[src/rtl/iec_tx_pkg.sv]
package iec_tx_pkg;

  typedef struct packed {
    logic [1:0] fmt;
    logic       off;
    logic       mute;
    logic       vbit;
    logic       mono;
    logic       cs_sel;
    logic       ch_sel;
  } tx_ctrl_t;

  typedef enum logic [1:0] {
    PRE_START = 2'd0,
    PRE_LEFT  = 2'd1,
    PRE_RIGHT = 2'd2
  } pre_kind_e;

  // Bit i set: line level changes at the start of preamble half-cell i.
  function automatic logic [7:0] pre_toggles(input pre_kind_e kind);
    case (kind)
      PRE_START: pre_toggles = 8'b0011_1001;
      PRE_LEFT:  pre_toggles = 8'b1100_1001;
      default:   pre_toggles = 8'b0110_1001;
    endcase
  endfunction

endpackage

[src/rtl/iec_tx_timebase.sv]
module iec_tx_timebase #(
  parameter int HC_FRAME = 128,
  parameter int FRAMES   = 192,
  localparam int HCW     = $clog2(HC_FRAME),
  localparam int FW      = $clog2(FRAMES)
) (
  input  logic           clk,
  input  logic           rst_n,
  input  logic           cell_en,
  output logic [HCW-1:0] hc,
  output logic [FW-1:0]  frm,
  output logic           frame_end
);

  logic [HCW-1:0] hc_q, hc_d;
  logic [FW-1:0]  frm_q, frm_d;

  assign frame_end = cell_en && (hc_q == HCW'(HC_FRAME - 1));
  assign hc  = hc_q;
  assign frm = frm_q;

  always_comb begin
    hc_d  = hc_q;
    frm_d = frm_q;
    if (cell_en) begin
      if (hc_q == HCW'(HC_FRAME - 1)) begin
        hc_d  = '0;
        frm_d = (frm_q == FW'(FRAMES - 1)) ? '0 : frm_q + 1'b1;
      end else begin
        hc_d = hc_q + 1'b1;
      end
    end
  end

  always_ff @(posedge clk or negedge rst_n) begin
    if (!rst_n) begin
      hc_q  <= '0;
      frm_q <= '0;
    end else begin
      hc_q  <= hc_d;
      frm_q <= frm_d;
    end
  end

  assert_frame_wrap_R7: assert property (@(posedge clk) disable iff (!rst_n)
    frame_end && (frm_q == FW'(FRAMES - 1)) |=> frm_q == '0);

  assert_frame_range_R7: assert property (@(posedge clk) disable iff (!rst_n)
    frm_q <= FW'(FRAMES - 1));

endmodule

[src/rtl/iec_tx_payload.sv]
module iec_tx_payload
  import iec_tx_pkg::*;
#(
  parameter int AW = 24
) (
  input  tx_ctrl_t      ctrl,
  input  logic          is_b,
  input  logic [AW-1:0] smp_a,
  input  logic [AW-1:0] smp_b,
  input  logic          cs_a,
  input  logic          cs_b,
  output logic [AW-1:0] audio,
  output logic          v,
  output logic          c,
  output logic          par
);

  logic aud_from_b;
  logic cs_from_b;

  always_comb begin
    aud_from_b = ctrl.mono ? ctrl.ch_sel : is_b;
    cs_from_b  = ctrl.cs_sel ? ctrl.ch_sel : is_b;
    audio      = ctrl.mute ? '0 : (aud_from_b ? smp_b : smp_a);
    v          = ctrl.vbit;
    c          = cs_from_b ? cs_b : cs_a;
    par        = ^{audio, v, 1'b0, c};
  end

endmodule

[src/rtl/iec_tx_serializer.sv]
module iec_tx_serializer
  import iec_tx_pkg::*;
#(
  parameter int AW     = 24,
  localparam int SLOTS = AW + 8,
  localparam int SHW   = $clog2(2 * SLOTS),
  localparam int SW    = $clog2(SLOTS)
) (
  input  logic           clk,
  input  logic           rst_n,
  input  logic           cell_en,
  input  logic [SHW-1:0] hs,
  input  pre_kind_e      pre,
  input  logic [AW-1:0]  audio,
  input  logic           v,
  input  logic           c,
  input  logic           par,
  input  logic           off,
  output logic           tx_line
);

  logic [SLOTS-1:0] word;
  logic [7:0]       pmask;
  logic [SW-1:0]    slot;
  logic             toggle;
  logic             lvl_q, lvl_d;
  logic             line_q, line_d;

  assign word  = {par, c, 1'b0, v, audio, 4'b0000};
  assign pmask = pre_toggles(pre);
  assign slot  = hs[SHW-1:1];

  always_comb begin
    if (slot < SW'(4))
      toggle = pmask[hs[2:0]];
    else if (!hs[0])
      toggle = 1'b1;
    else
      toggle = word[slot];
    lvl_d  = lvl_q;
    line_d = line_q;
    if (cell_en) begin
      lvl_d  = lvl_q ^ toggle;
      line_d = !off && lvl_d;
    end
  end

  always_ff @(posedge clk or negedge rst_n) begin
    if (!rst_n) begin
      lvl_q  <= 1'b0;
      line_q <= 1'b0;
    end else begin
      lvl_q  <= lvl_d;
      line_q <= line_d;
    end
  end

  assign tx_line = line_q;

  // Even parity over slots 4-31 and four preamble changes bring the level back low.
  assert_subframe_level_R8: assert property (@(posedge clk) disable iff (!rst_n)
    cell_en && (hs == SHW'(2 * SLOTS - 1)) |=> !lvl_q);

  assert_line_off_R1: assert property (@(posedge clk) disable iff (!rst_n)
    cell_en && off |=> !tx_line);

endmodule

[src/rtl/iec_tx_ctrl.sv]
module iec_tx_ctrl
  import iec_tx_pkg::*;
#(
  parameter int AW     = 24,
  parameter int FRAMES = 192
) (
  input  logic              clk,
  input  logic              rst_n,
  input  logic              cell_en,
  input  logic              ctrl_wr,
  input  logic [7:0]        ctrl_wdata,
  input  logic [AW-1:0]     smp_a_in,
  input  logic [AW-1:0]     smp_b_in,
  input  logic [FRAMES-1:0] cs_blk_a,
  input  logic [FRAMES-1:0] cs_blk_b,
  output logic              tx_line,
  output logic              sf_is_b,
  output logic [AW-1:0]     sf_audio,
  output logic              sf_v,
  output logic              sf_c,
  output logic              sf_par
);

  localparam int SLOTS    = AW + 8;
  localparam int SF_HC    = 2 * SLOTS;
  localparam int HC_FRAME = 2 * SF_HC;
  localparam int HCW      = $clog2(HC_FRAME);
  localparam int FW       = $clog2(FRAMES);
  localparam int SHW      = $clog2(SF_HC);

  logic [1:0]     rst_pipe;
  logic           rst_int_n;
  tx_ctrl_t       ctrl_pend_q, ctrl_pend_d;
  tx_ctrl_t       ctrl_act_q, ctrl_act_d;
  logic [AW-1:0]  smp_a_q, smp_a_d, smp_b_q, smp_b_d;
  logic [HCW-1:0] hc;
  logic [FW-1:0]  frm;
  logic           frame_end;
  logic [SHW-1:0] hs;
  pre_kind_e      pre;

  always_ff @(posedge clk or negedge rst_n) begin
    if (!rst_n) rst_pipe <= '0;
    else        rst_pipe <= {rst_pipe[0], 1'b1};
  end
  assign rst_int_n = rst_pipe[1];

  iec_tx_timebase #(.HC_FRAME(HC_FRAME), .FRAMES(FRAMES)) u_time (
    .clk(clk), .rst_n(rst_int_n), .cell_en(cell_en),
    .hc(hc), .frm(frm), .frame_end(frame_end)
  );

  always_comb begin
    ctrl_pend_d = ctrl_wr ? tx_ctrl_t'(ctrl_wdata) : ctrl_pend_q;
    ctrl_act_d  = frame_end ? ctrl_pend_q : ctrl_act_q;
    smp_a_d     = frame_end ? smp_a_in : smp_a_q;
    smp_b_d     = frame_end ? smp_b_in : smp_b_q;
  end

  always_ff @(posedge clk or negedge rst_int_n) begin
    if (!rst_int_n) begin
      ctrl_pend_q <= '0;
      ctrl_act_q  <= '0;
      smp_a_q     <= '0;
      smp_b_q     <= '0;
    end else begin
      ctrl_pend_q <= ctrl_pend_d;
      ctrl_act_q  <= ctrl_act_d;
      smp_a_q     <= smp_a_d;
      smp_b_q     <= smp_b_d;
    end
  end

  always_comb begin
    sf_is_b = (hc >= HCW'(SF_HC));
    hs      = sf_is_b ? SHW'(hc - HCW'(SF_HC)) : SHW'(hc);
    if (sf_is_b)         pre = PRE_RIGHT;
    else if (frm == '0)  pre = PRE_START;
    else                 pre = PRE_LEFT;
  end

  iec_tx_payload #(.AW(AW)) u_pay (
    .ctrl(ctrl_act_q), .is_b(sf_is_b), .smp_a(smp_a_q), .smp_b(smp_b_q),
    .cs_a(cs_blk_a[frm]), .cs_b(cs_blk_b[frm]),
    .audio(sf_audio), .v(sf_v), .c(sf_c), .par(sf_par)
  );

  iec_tx_serializer #(.AW(AW)) u_ser (
    .clk(clk), .rst_n(rst_int_n), .cell_en(cell_en), .hs(hs), .pre(pre),
    .audio(sf_audio), .v(sf_v), .c(sf_c), .par(sf_par),
    .off(ctrl_act_q.off), .tx_line(tx_line)
  );

  assert_ctrl_hold_R9: assert property (@(posedge clk) disable iff (!rst_int_n)
    !frame_end |=> $stable(ctrl_act_q));

  assert_sample_hold_R9: assert property (@(posedge clk) disable iff (!rst_int_n)
    !frame_end |=> $stable(smp_a_q) && $stable(smp_b_q));

  assert_mute_zero_R2: assert property (@(posedge clk) disable iff (!rst_int_n)
    ctrl_act_q.mute |-> sf_audio == '0);

endmodule

[config.mk]
export PLATFORM = sky130hd
export DESIGN_NAME = iec_tx_ctrl
export DESIGN_NICKNAME = d
export VERILOG_FILES = /design/src/rtl/iec_tx_pkg.sv /design/src/rtl/iec_tx_timebase.sv /design/src/rtl/iec_tx_payload.sv /design/src/rtl/iec_tx_serializer.sv /design/src/rtl/iec_tx_ctrl.sv
export SDC_FILE = /design/constraint.sdc
export NUM_CORES = 1
export LEC_CHECK = 0
export ABC_AREA = 1
export BUFFER_PORTS_ARGS = -buffer_cell sky130_fd_sc_hd__buf_2
export CELL_PAD_IN_SITES_DETAIL_PLACEMENT = 0
export CELL_PAD_IN_SITES_GLOBAL_PLACEMENT = 1
export CORE_AREA = 2 2 183 185
export DETAILED_ROUTE_END_ITERATION = 8
export DIE_AREA = 0 0 185 187
export HOLD_SLACK_MARGIN = 0.02
export PLACE_DENSITY = 0.89
export SETUP_SLACK_MARGIN = 0.4
export SYNTH_ARGS = -nofsm -noshare
export SYNTH_HDL_FRONTEND = slang
export SYNTH_SLANG_ARGS = --single-unit
[constraint.sdc]
create_clock -name clk -period 3.1 [get_ports clk]
set_input_delay 0.62 -clock clk [delete_from_list [all_inputs] [get_ports clk]]
set_output_delay 0.62 -clock clk [all_outputs]
set_load 0.005 [all_outputs]
==> results of run 1 <==
## cell type report
type                       instances  area, sq um  share of cell area
tap                              448        560.5             0.04263
antenna                            8        20.02            0.001522
multi-input combinational       1311         5827              0.4431
timing repair buffer             573         3767              0.2865
clock inverter                     7        85.08            0.006471
clock buffer                       9        225.2             0.01713
inverter                         167        644.4             0.04901
sequential                        79         1988              0.1512
timing repair inverter             2        31.28            0.002379
## critical path, stage by stage, from the launching register on
cell     delay, ns
dfrtp_4       0.46
buf_12        0.18
buf_12        0.14
inv_16        0.05
buf_4         0.14
o21ai_0       0.30
nand3_1       0.14
nand3_2       0.13
nand2_1       0.06
nand2_1       0.08
nand3_2       0.07
nand2_1       0.06
nand2_1       0.08
inv_1         0.06
nand2_1       0.05
nand2_2       0.12
nand3_2       0.08
and2_1        0.14
buf_2         0.14
## Yosys cell counts (5+ instances only)
library cell and number:
inv_2 18, mux2_2 6, nor2_2 5, o21ai_1 15
nand3_1 174, dfrtp_1 79, nand3_2 5, a21oi_1 16
o22ai_1 6, o21ai_0 155, nand4_1 5, nand2_1 642
buf_4 8, nor2_1 246, inv_1 143, buf_6 8
clkbuf_1 40, buf_2 37, buf_1 6, xor2_1 5
clkinv_1 5
## cell usage in the layout, fill, tap and decap left out, types with 4 or more instances in the layout
cell type,Yosys,final
buf_4,8,55
buf_16,0,11
ha_1,4,4
xor2_1,5,5
nor2_1,246,236
o21ai_1,15,22
nand3_1,174,158
o21ai_0,155,145
nand4_1,5,5
inv_2,18,17
nor2_2,5,13
nand3_2,5,21
a21oi_1,16,13
clkinv_1,5,5
diode_2,0,8
nand2_2,4,17
nand2_1,642,628
dfrtp_1,79,76
buf_2,37,470
clkbuf_16,0,11
inv_1,143,143
buf_12,0,21
o22ai_1,6,6
buf_6,8,9
mux2_2,6,6
## state kept, by name (all words and copies together) (netlist names), 2 cells and up
name / count
smp_a_q: 24
smp_b_q: 24
u_time.frm: 8
u_time.hc: 7
ctrl_act_q: 6
ctrl_pend_q: 6
rst_pipe: 2
## cells by family after synthesis
logic type / count (synthesis) / share of synthesized area
simple gates: 1087 / 0.4991
fa+ha+maj: 4 / 0.005706
flops: 79 / 0.2254
mux: 6 / 0.007703
compound gates: 208 / 0.1253
other cells: 1 / 0.0004275
buf+inv: 267 / 0.1314
xor+xnor: 5 / 0.004993
## stage by stage
stage,utilization,hold slack (ns)
after floorplan,-,0.3244
final,0.4001,0.04170
after global placement,0.3638,0.3373
after CTS,0.3945,0.03061
after detailed placement,0.3638,0.3387
after global routing,0.4001,0.03222
## worst paths after layout
| check | start | end | slack, ns | depth (start not counted) |
|---|---|---|---|---|
| max | u_time.frm[0]$_DFFE_PN0P_ | sf_par | -0.37 | 18 |
| min | rst_n | rst_pipe[1]$_DFF_PN0_ | 0.04 | 1 |
| max reg2reg | u_time.frm[0]$_DFFE_PN0P_ | u_ser.tx_line$_DFFE_PN0P_ | -0.28 | 32 |
| min reg2reg | rst_pipe[0]$_DFF_PN0_ | rst_pipe[1]$_DFF_PN0_ | 0.35 | 0 |
| max in group asynchronous | rst_pipe[1]$_DFF_PN0_ | u_time.frm[0]$_DFFE_PN0P_ | 1.84 | 0 |
| min in group clk | rst_pipe[0]$_DFF_PN0_ | rst_pipe[1]$_DFF_PN0_ | 0.35 | 0 |
## layer usage
| layer | track usage | vias to the layer above | part of all wire |
|---|---|---|---|
| met5 | 0 | - | 0.00028 |
| met4 | 0.08303 | 2 | 0.030 |
| met3 | 0.04439 | 64 | 0.073 |
| met2 | 0.4205 | 452 | 0.49 |
| met1 | 0.2872 | 5569 | 0.41 |
| li1 | - | 6159 | - |
## what timing repair did
action / 4_1_cts / 5_1_grt
pin swaps: 17 / 15
hold endpoints to repair: 0 / 0
gates cloned: 12 / 2
endpoints found under the setup margin: 4 / 4
gates resized for setup: 68 / 23
buffers inserted: 15 / 5
## power breakdown
part | total (W) | switching [W] | internal, W
clock | 0.00113 | 0.000484 | 0.000641
sequential | 0.00164 | 0.000251 | 0.00139
combinational | 0.00957 | 0.00555 | 0.00402
==> impl_results.md, run 1 <==
- Outcome: complete, but fails checks
- Failing checks: negative setup slack
- RSZ-0062 raised after global routing: true
- Final instance area: 0.01315 sq mm
- DR vias: 12250
- Post-DR wirelength/cell: 16.55 microns
- Routability cong.: 0.9227
- P per Cell Area: 937.9 mW/mm^2
- Critical path type: reg2out
- Prevailing post-synth register cell: dfrtp_1
- Number of buffers created by CTS: 9
- Worst slew margin: 0.3294
- Post-DP HPWL: 33110 microns
- Synthesis-to-finish area growth: 49.91%
- Placement Cell Area: approximately 0.012 sq mm
- Clock Pin Slew Worst Setup and Hold Paths: 0.07 ns
- Setup TNS: -1.185 ns
- Fraction of layout cells with a size suffix above 1: 0.3180
- Setup Skew: roughly 0.009 ns
- Final cell count without fillers: 2604
- Leakage Power: 7.379 nW
- Maxcap violations: 0
- Final setup fails: 4
- Placed Cells: 2546
- Filler cells: 3639
- Pins over their slew limit: 0
- CTS Buffer Depth: 2
- Antenna violations before repair: 10
- Mapped Area: 0.008771 sq mm
- CP arrival: 2.85 ns
- Post-synth top area share: 0.2748
- Final period utilization: 1.120
- Asr flop ratio synth: 1.000
- Core Region: between 0.03 and 0.04 sq mm
- Endpoint class of the critical path: output port
- Drt drc: 0
- Crit path max fanout: 6
- Avg Cell Area, Syn: 5.293 sq um
- Pin count of the biggest net entering global routing: 99
- Post-synthesis sequential area ratio: 0.2254
- First DRT Iteration DRCs: 801
- Via density: 4.703
- Distinct cells, synth: 40
- Synth area leader: nand2_1
- Smallest setup slack after layout: -0.3710 ns
- Clk sink count: 79
- Synthesis warning total: 0
- Port Buffers: between 400 and 500
- Post-synth EDFFs: 0
- Hold buffers post-CTS: 0
- Fin crit period: 3.471 ns
- Row Count: 67
- Chip width: 185 microns
- Worst slew pin tran: 1.006 ns
- Die Area: 0.03460 sq mm
- Max IR drop VDD: 0.5181 mV
- GR Overflow Total: 0
- Root Buffer: clkbuf_16
- Final Hold Fails: 0
- Detailed Route WL: ~43000 microns
- Synth area leaders: nand2_1 27%, dfrtp_1 23%, nor2_1 11%
- GRT Total Usage: 0.2383
- Worst min path class: in2async
- TritonCTS clock tree: yes
- Initial Utilization: 0.2669
- Worst setup SP type: flip-flop
- DR pass1 iterations: 6
- Power, Total: ~0.012 W
- Clock Latency Late Sink: ~0.35 ns
- H-Tree Level Count: 3
- Fin nets: 2591
- WP data required: 2.48 ns
- Net count after synthesis: 2105
- Global-route wire length before repair: 63490 microns
- Chip Height: about 190 microns
- Vias in the first global route: roughly 12000
- Max frequency: between 0.2 and 0.3 GHz
- Post-route ant nets: 0
- #FFs+latches synth: 79
- Mapped Cells: between 1500 and 2000
- DP Worst Slack: -0.1043 ns
- Boundary pin count: about 470
Note: power is estimated with default switching activity, not from simulation.
==> run 2: changes to the inputs <==
--- a/config.mk
+++ b/config.mk
@@ -6,15 +6,16 @@
 export NUM_CORES = 1
 export LEC_CHECK = 0
 export ABC_AREA = 1
-export BUFFER_PORTS_ARGS = -buffer_cell sky130_fd_sc_hd__buf_2
 export CELL_PAD_IN_SITES_DETAIL_PLACEMENT = 0
 export CELL_PAD_IN_SITES_GLOBAL_PLACEMENT = 1
-export CORE_AREA = 2 2 183 185
+export CORE_AREA = 2 2 185 187
 export DETAILED_ROUTE_END_ITERATION = 8
-export DIE_AREA = 0 0 185 187
+export DIE_AREA = 0 0 187 189
+export DONT_BUFFER_PORTS = 1
 export HOLD_SLACK_MARGIN = 0.02
-export PLACE_DENSITY = 0.89
+export PLACE_DENSITY = 0.68
 export SETUP_SLACK_MARGIN = 0.4
+export SKIP_CTS_REPAIR_TIMING = 1
 export SYNTH_ARGS = -nofsm -noshare
 export SYNTH_HDL_FRONTEND = slang
 export SYNTH_SLANG_ARGS = --single-unit
==> run 2 against run 1 <==
The run still ends with negative setup slack left. Global-route usage shrank 2.3 points. Register-to-register slack improved by 0.15 ns. Worst hold slack better by 0.31 ns. Critical path depth shrank 1. Final area down 18%. Clock power fell by 8%. Die area is 2.2% higher. Critical path type unchanged. Critical endpoint unchanged.
==> impl_results.md, run 2 (same netlist as run 1, synthesis figures left out) <==
- Outcome: complete, but fails checks
- Failing checks: negative setup slack
- Final Hold Fails: 0
- DR vias: 10690
- Max frequency: 0.2955 GHz
- Clock Pin Slew Worst Setup and Hold Paths: 0.07 ns
- Max IR drop VDD: 0.3895 mV
- Synthesis-to-finish area growth: 22.37%
- Clock Latency Late Sink: 0.35 ns
- Worst slew pin tran: 1.029 ns
- Hold WS: 0.3547 ns
- Final period utilization: 1.092
- Endpoint class of the critical path: output port
- Setup Skew: 0.01239 ns
- TritonCTS clock tree: yes
- Core Region: 0.03328 sq mm
- Pin count of the biggest net entering global routing: 93
- DR pass1 iterations: 6
- Post-route ant nets: 0
- Worst min path class: reg2reg
- Critical path type: reg2out
- Antenna violations before repair: 6
- Number of buffers created by CTS: 9
- Multi-input gate area in the final layout: 0.006006 sq mm
- Global-route wire length before repair: about 60000 microns
- Drt drc: 0
- WP data required: roughly 2.5 ns
- H-Tree Level Count: 3
- Chip width: 187 microns
- Most frequent cells in the layout: 623 x nand2_1, 228 x nor2_1, 142 x nand3_1
- CTS Buffer Depth: 2
- Row Count: 67
- Smallest setup slack after layout: -0.2841 ns
- Fin nets: roughly 2100
- Worst slew margin: 0.3137
- FF+latch area: 0.001991 sq mm
- Chip Height: 189 microns
- Via density: ~5.0
- Vias in the first global route: 10060
- Routability cong.: around 0.97
- Leakage Power: around 5.4 nW
- Post-DR wirelength/cell: 19.66 microns
- Initial Utilization: 0.2635
- Final setup fails: 4
- Post-DP HPWL: around 32000 microns
- GRT Total Usage: 0.2154
- RSZ-0062 raised after global routing: true
- Port Buffers: 0
- P per Cell Area: ~1100 mW/mm^2
- Worst setup SP type: flip-flop
- CP arrival: 2.76 ns
- Commonest non-fill, non-tap cell in the layout: nand2_1
- Die Area: 0.03534 sq mm
- Pins over their slew limit: 0
- First DRT Iteration DRCs: 765
- Crit path max fanout: 9
- Detailed Route WL: about 42000 microns
- Boundary pin count: roughly 470
- Fin crit period: ~3.4 ns
- Maxcap violations: 0
- Clk sink count: 79
- Fraction of layout cells with a size suffix above 1: 0.1518
- Filler cells: 3839
- Root Buffer: clkbuf_16
- Power, Total: 0.01148 W
- GR Overflow Total: 0
==> run 2: cell types whose count changed in the layout (fill, tap and decap cells not counted), moves of 6 or more <==
| cell | previous run | this run |
|---|---|---|
| nand3_2 | 21 | 37 |
| buf_12 | 21 | 14 |
| o21ai_2 | 3 | 14 |
| nor2_1 | 236 | 228 |
| buf_6 | 9 | 15 |
| nand3_1 | 158 | 142 |
| o21ai_1 | 22 | 31 |
| diode_2 | 8 | 2 |
| o21ai_0 | 145 | 125 |
| buf_2 | 470 | 0 |
| buf_16 | 11 | 4 |
| clkbuf_16 | 11 | 19 |
==> run 2: metrics by stage <==
step	TNS [ns]	util	instances	instance area, sq um	setup WS, ns
4_1_cts	-0.8839	0.2958	2094	9844	-0.4276
5_1_grt	-1.353	0.3225	2123	10730	-0.3750
2_1_floorplan	0	-	1657	8771	0.5602
3_3_place_gp	-0.02958	0.2872	2078	9558	-0.01468
3_5_place_dp	-0.08921	0.2872	2078	9558	-0.04340
6_report	-0.7422	0.3225	2123	10730	-0.2841
==> run 2: critical path, cell delays in order (launching register included) <==
cell	delay, ns
dfrtp_4	0.61
buf_16	0.21
buf_12	0.13
nor2_1	0.04
nor2_1	0.19
o21ai_0	0.16
nand3_1	0.12
nand3_2	0.12
nand2_1	0.13
nand2_1	0.07
nand3_2	0.08
nand2_2	0.05
nand2_2	0.09
inv_2	0.03
nand2_1	0.06
nand2_2	0.08
nand3_2	0.07
and2_4	0.15
==> run 2: area by class of cell <==
type | count | share of cell area
inverters | 167 | 0.05969
repair buffers | 99 | 0.1148
repair inverters | 1 | 0.001049
multi-input cells | 1311 | 0.5596
flip-flops and latches | 79 | 0.1855
clock inverters | 7 | 0.005712
clock buffers | 9 | 0.02098
diodes | 2 | 0.0004663
well taps | 448 | 0.05223
==> run 2: per-layer routing <==
layer	track usage	part of all wire	wire, microns	up-vias
li1	-	-	-	5204
met1	0.2790	0.43	18050	4930
met2	0.3637	0.46	19360	477
met3	0.04245	0.076	3181	76
met4	0.06105	0.027	1110	6
met5	0	0.00096	40	-
==> run 2: path summary, 6_finish.rpt <==
kind	start	end	depth (start not counted)	slack, ns
hold reg to reg	rst_pipe[0]$_DFF_PN0_	rst_pipe[1]$_DFF_PN0_	0	0.35
max in group asynchronous	rst_pipe[1]$_DFF_PN0_	u_time.frm[0]$_DFFE_PN0P_	0	1.80
setup / recovery	u_time.frm[0]$_DFFE_PN0P_	sf_par	17	-0.28
setup reg to reg	u_time.frm[0]$_DFFE_PN0P_	u_ser.lvl_q$_DFFE_PN0P_	27	-0.13
min in group asynchronous	rst_pipe[1]$_DFF_PN0_	ctrl_pend_q[5]$_DFFE_PN0P_	0	0.47
hold / removal	rst_pipe[0]$_DFF_PN0_	rst_pipe[1]$_DFF_PN0_	0	0.35
==> run 2: report_power, final <==
| part | leakage, nW | internal [W] | switching, W | total [W] |
|---|---|---|---|---|
| clock network | 0.140 | 0.000559 | 0.000477 | 0.00104 |
| registers | 0.881 | 0.00139 | 0.000301 | 0.00169 |
| logic | 4.40 | 0.00338 | 0.00537 | 0.00875 |
| total | 5.42 | 0.00533 | 0.00615 | 0.0115 |
==> run 3: changes to the inputs <==
--- a/config.mk
+++ b/config.mk
@@ -13,8 +13,8 @@
 export DIE_AREA = 0 0 187 189
 export DONT_BUFFER_PORTS = 1
 export HOLD_SLACK_MARGIN = 0.02
-export PLACE_DENSITY = 0.68
-export SETUP_SLACK_MARGIN = 0.4
+export PLACE_DENSITY = 0.69
+export SETUP_SLACK_MARGIN = 0.3
 export SKIP_CTS_REPAIR_TIMING = 1
 export SYNTH_ARGS = -nofsm -noshare
 export SYNTH_HDL_FRONTEND = slang
==> run 3 against run 2 <==
The run still ends with negative setup slack left. Die area is the same. Worst hold slack worse by 0.0062 ns. Maximum frequency is 1.2% higher. Power grew 3.4%. Clock power grew 13%. Sequential share of layout area is 0.30 points lower. Sequential power is 2% lower. Non-clock buffer count is 2 higher. Routed wire length up 2.6%. Critical endpoint unchanged.
==> impl_results.md, run 3 (same netlist as run 1, synthesis figures left out) <==
- Setup TNS: -0.3940 ns
- Die Area: 0.03534 sq mm
- Outcome: complete, but fails checks
- RSZ-0062 raised after global routing: true
- P per Cell Area: 1088 mW/mm^2
- Worst slew margin: 0.3101
- Post-DR wirelength/cell: about 20 microns
- Most frequent cells in the layout: 608 x nand2_1, 222 x nor2_1, 153 x nand3_1
- Root Buffer: clkbuf_16
- Clk sink count: 79
- Detailed Route WL: 42840 microns
- Endpoint class of the critical path: output port
- R2r endpoint: u_ser.tx_line$_DFFE_PN0P_
- Clock Pin Slew Worst Setup and Hold Paths: 0.06 ns
- Smallest setup slack after layout: -0.2439 ns
- Final setup fails: 2
- Crit path max fanout: 7
- Leakage Power: 5.481 nW
- Pins over their slew limit: 0
- Max frequency: 0.2991 GHz
- Drt drc: 0
- Net Sw Power: 0.006249 W
- Chip width: 187 microns
- Boundary pin count: 473
- Fin crit period: 3.344 ns
- Fraction of layout cells with a size suffix above 1: 0.1586
- CTS Buffer Depth: 2
- Via density: 5.030
- Routability cong.: 0.9603
- R2R Path Start: u_time.frm[0]$_DFFE_PN0P_
- Post-route ant nets: 0
- Slowest CP cell: dfrtp_4
- Failing checks: negative setup slack
- Worst reg2reg path depth: 30
- Worst slew pin tran: 1.035 ns
- Final Hold Fails: 0
- Synthesis-to-finish area growth: 24.29%
- Row Count: 67
- Critical path type: reg2out
- TritonCTS clock tree: yes
- DR pass1 iterations: 5
- Worst reg2reg setup slack: about 0.01 ns
- Core Region: 0.03328 sq mm
- WHS Endpoint: rst_pipe[1]$_DFF_PN0_
- Commonest non-fill, non-tap cell in the layout: nand2_1
- Util after Layout: 0.3276
- Internal cell power: 0.005615 W
- Clock Latency Late Sink: about 0.33 ns
- Chip Height: 189 microns
- Final period utilization: 1.079
- GRT Total Usage: 0.2158
- Antenna violations before repair: 12
- Global-route wire length before repair: around 58000 microns
- DR vias: ~11000
- Initial Utilization: 0.2635
- Vias in the first global route: 9851
- Post-DP HPWL: 32570 microns
- First DRT Iteration DRCs: 744
- Maxcap violations: 0
- GR Overflow Total: 0
- Most frequent CP cell: nand2_1
- Clock network fraction of design power: 0.100
- Sequential share of power: 0.140
- Pin count of the biggest net entering global routing: 99
- H-Tree Level Count: 3
- Number of buffers created by CTS: 9
- Worst setup SP type: flip-flop
- CP arrival: 2.72 ns
- Hold WS: between 0.3 and 0.4 ns
- Max IR drop VDD: 0.3973 mV
- Worst hold path depth: 0
- Crit-path max cell delay: 0.55 ns
- HP Start: rst_pipe[0]$_DFF_PN0_
- Worst min path class: reg2reg
- WP data required: around 2.5 ns
- Switching Fraction: 0.5267
- Crit path cell chain: buf_6 > buf_12 > clkbuf_16 > nand2_2 > nand3_2 > nand2_1 > nand2_1 > nand2_1 > inv_1 > nand2_1 > nand2_1 > nand2_1 > inv_1 > nand2_2 > nand2_2 > nand2_2 > nor2_4 > nor2_4 > nand2_2 > and2_4
- Fin nets: 2120
- Setup Skew: 0.008813 ns
- Port Buffers: 0
- Logic gate share of total power: 0.761
==> run 3: layout make-up <==
class | count | area [sq um]
antenna | 5 | 12.51
timing repair inverter | 3 | 26.28
sequential | 79 | 1989
multi-input combinational | 1311 | 6047
tap | 448 | 560.5
timing repair buffer | 101 | 1291
inverter | 167 | 640.6
clock buffer | 12 | 256.5
clock inverter | 4 | 77.57
fill | 3784 | 22380
==> run 3: stage by stage <==
| step | instances | area (sq um) | power, W | worst slack, ns |
|---|---|---|---|---|
| floorplan | 1657 | 8771 | 0.006698 | 0.5602 |
| global placement | 2080 | 9610 | 0.009124 | -0.06875 |
| detailed placement | 2080 | 9610 | 0.009207 | -0.1138 |
| CTS | 2096 | 9945 | 0.01043 | -0.4856 |
| global route | 2128 | 10900 | 0.01297 | -0.3862 |
| finish | 2130 | 10900 | 0.01186 | -0.2439 |
==> run 3: worst max-delay path by stage <==
stage	start	to	slack (ns)	depth (start not counted)
global placement	u_time.frm[0]$_DFFE_PN0P_	u_ser.tx_line$_DFFE_PN0P_	-0.07	25
floorplan	u_time.frm[0]$_DFFE_PN0P_	sf_par	0.56	19
detailed placement	u_time.frm[0]$_DFFE_PN0P_	sf_par	-0.11	16
global route	u_time.frm[0]$_DFFE_PN0P_	sf_par	-0.39	20
finish	u_time.frm[0]$_DFFE_PN0P_	sf_par	-0.24	20
CTS	u_time.frm[0]$_DFFE_PN0P_	sf_par	-0.49	16
==> run 3: critical path, delay by kind of cell, from the launching register on <==
kind,cells,cell delay (ns)
simple gates,15,1.24
buf+inv,5,0.59
flops,1,0.55
==> run 3: routing by layer <==
layer | up-vias | share of wire | track usage
met5 | - | 0.0020 | 0
met4 | 14 | 0.023 | 0.05861
met3 | 75 | 0.096 | 0.07247
met2 | 481 | 0.46 | 0.3597
met1 | 4931 | 0.42 | 0.2656
li1 | 5213 | - | -
==> run 3: power groups by stage <==
stage | Combinational [W] | Clock, W | Sequential, W
after floorplan | 0.00515 | 0 | 0.00155
after global placement | 0.00747 | 0 | 0.00165
after detailed placement | 0.00754 | 0 | 0.00166
after CTS | 0.00757 | 0.00121 | 0.00165
after global routing | 0.00999 | 0.00127 | 0.00170
final | 0.00902 | 0.00118 | 0.00165
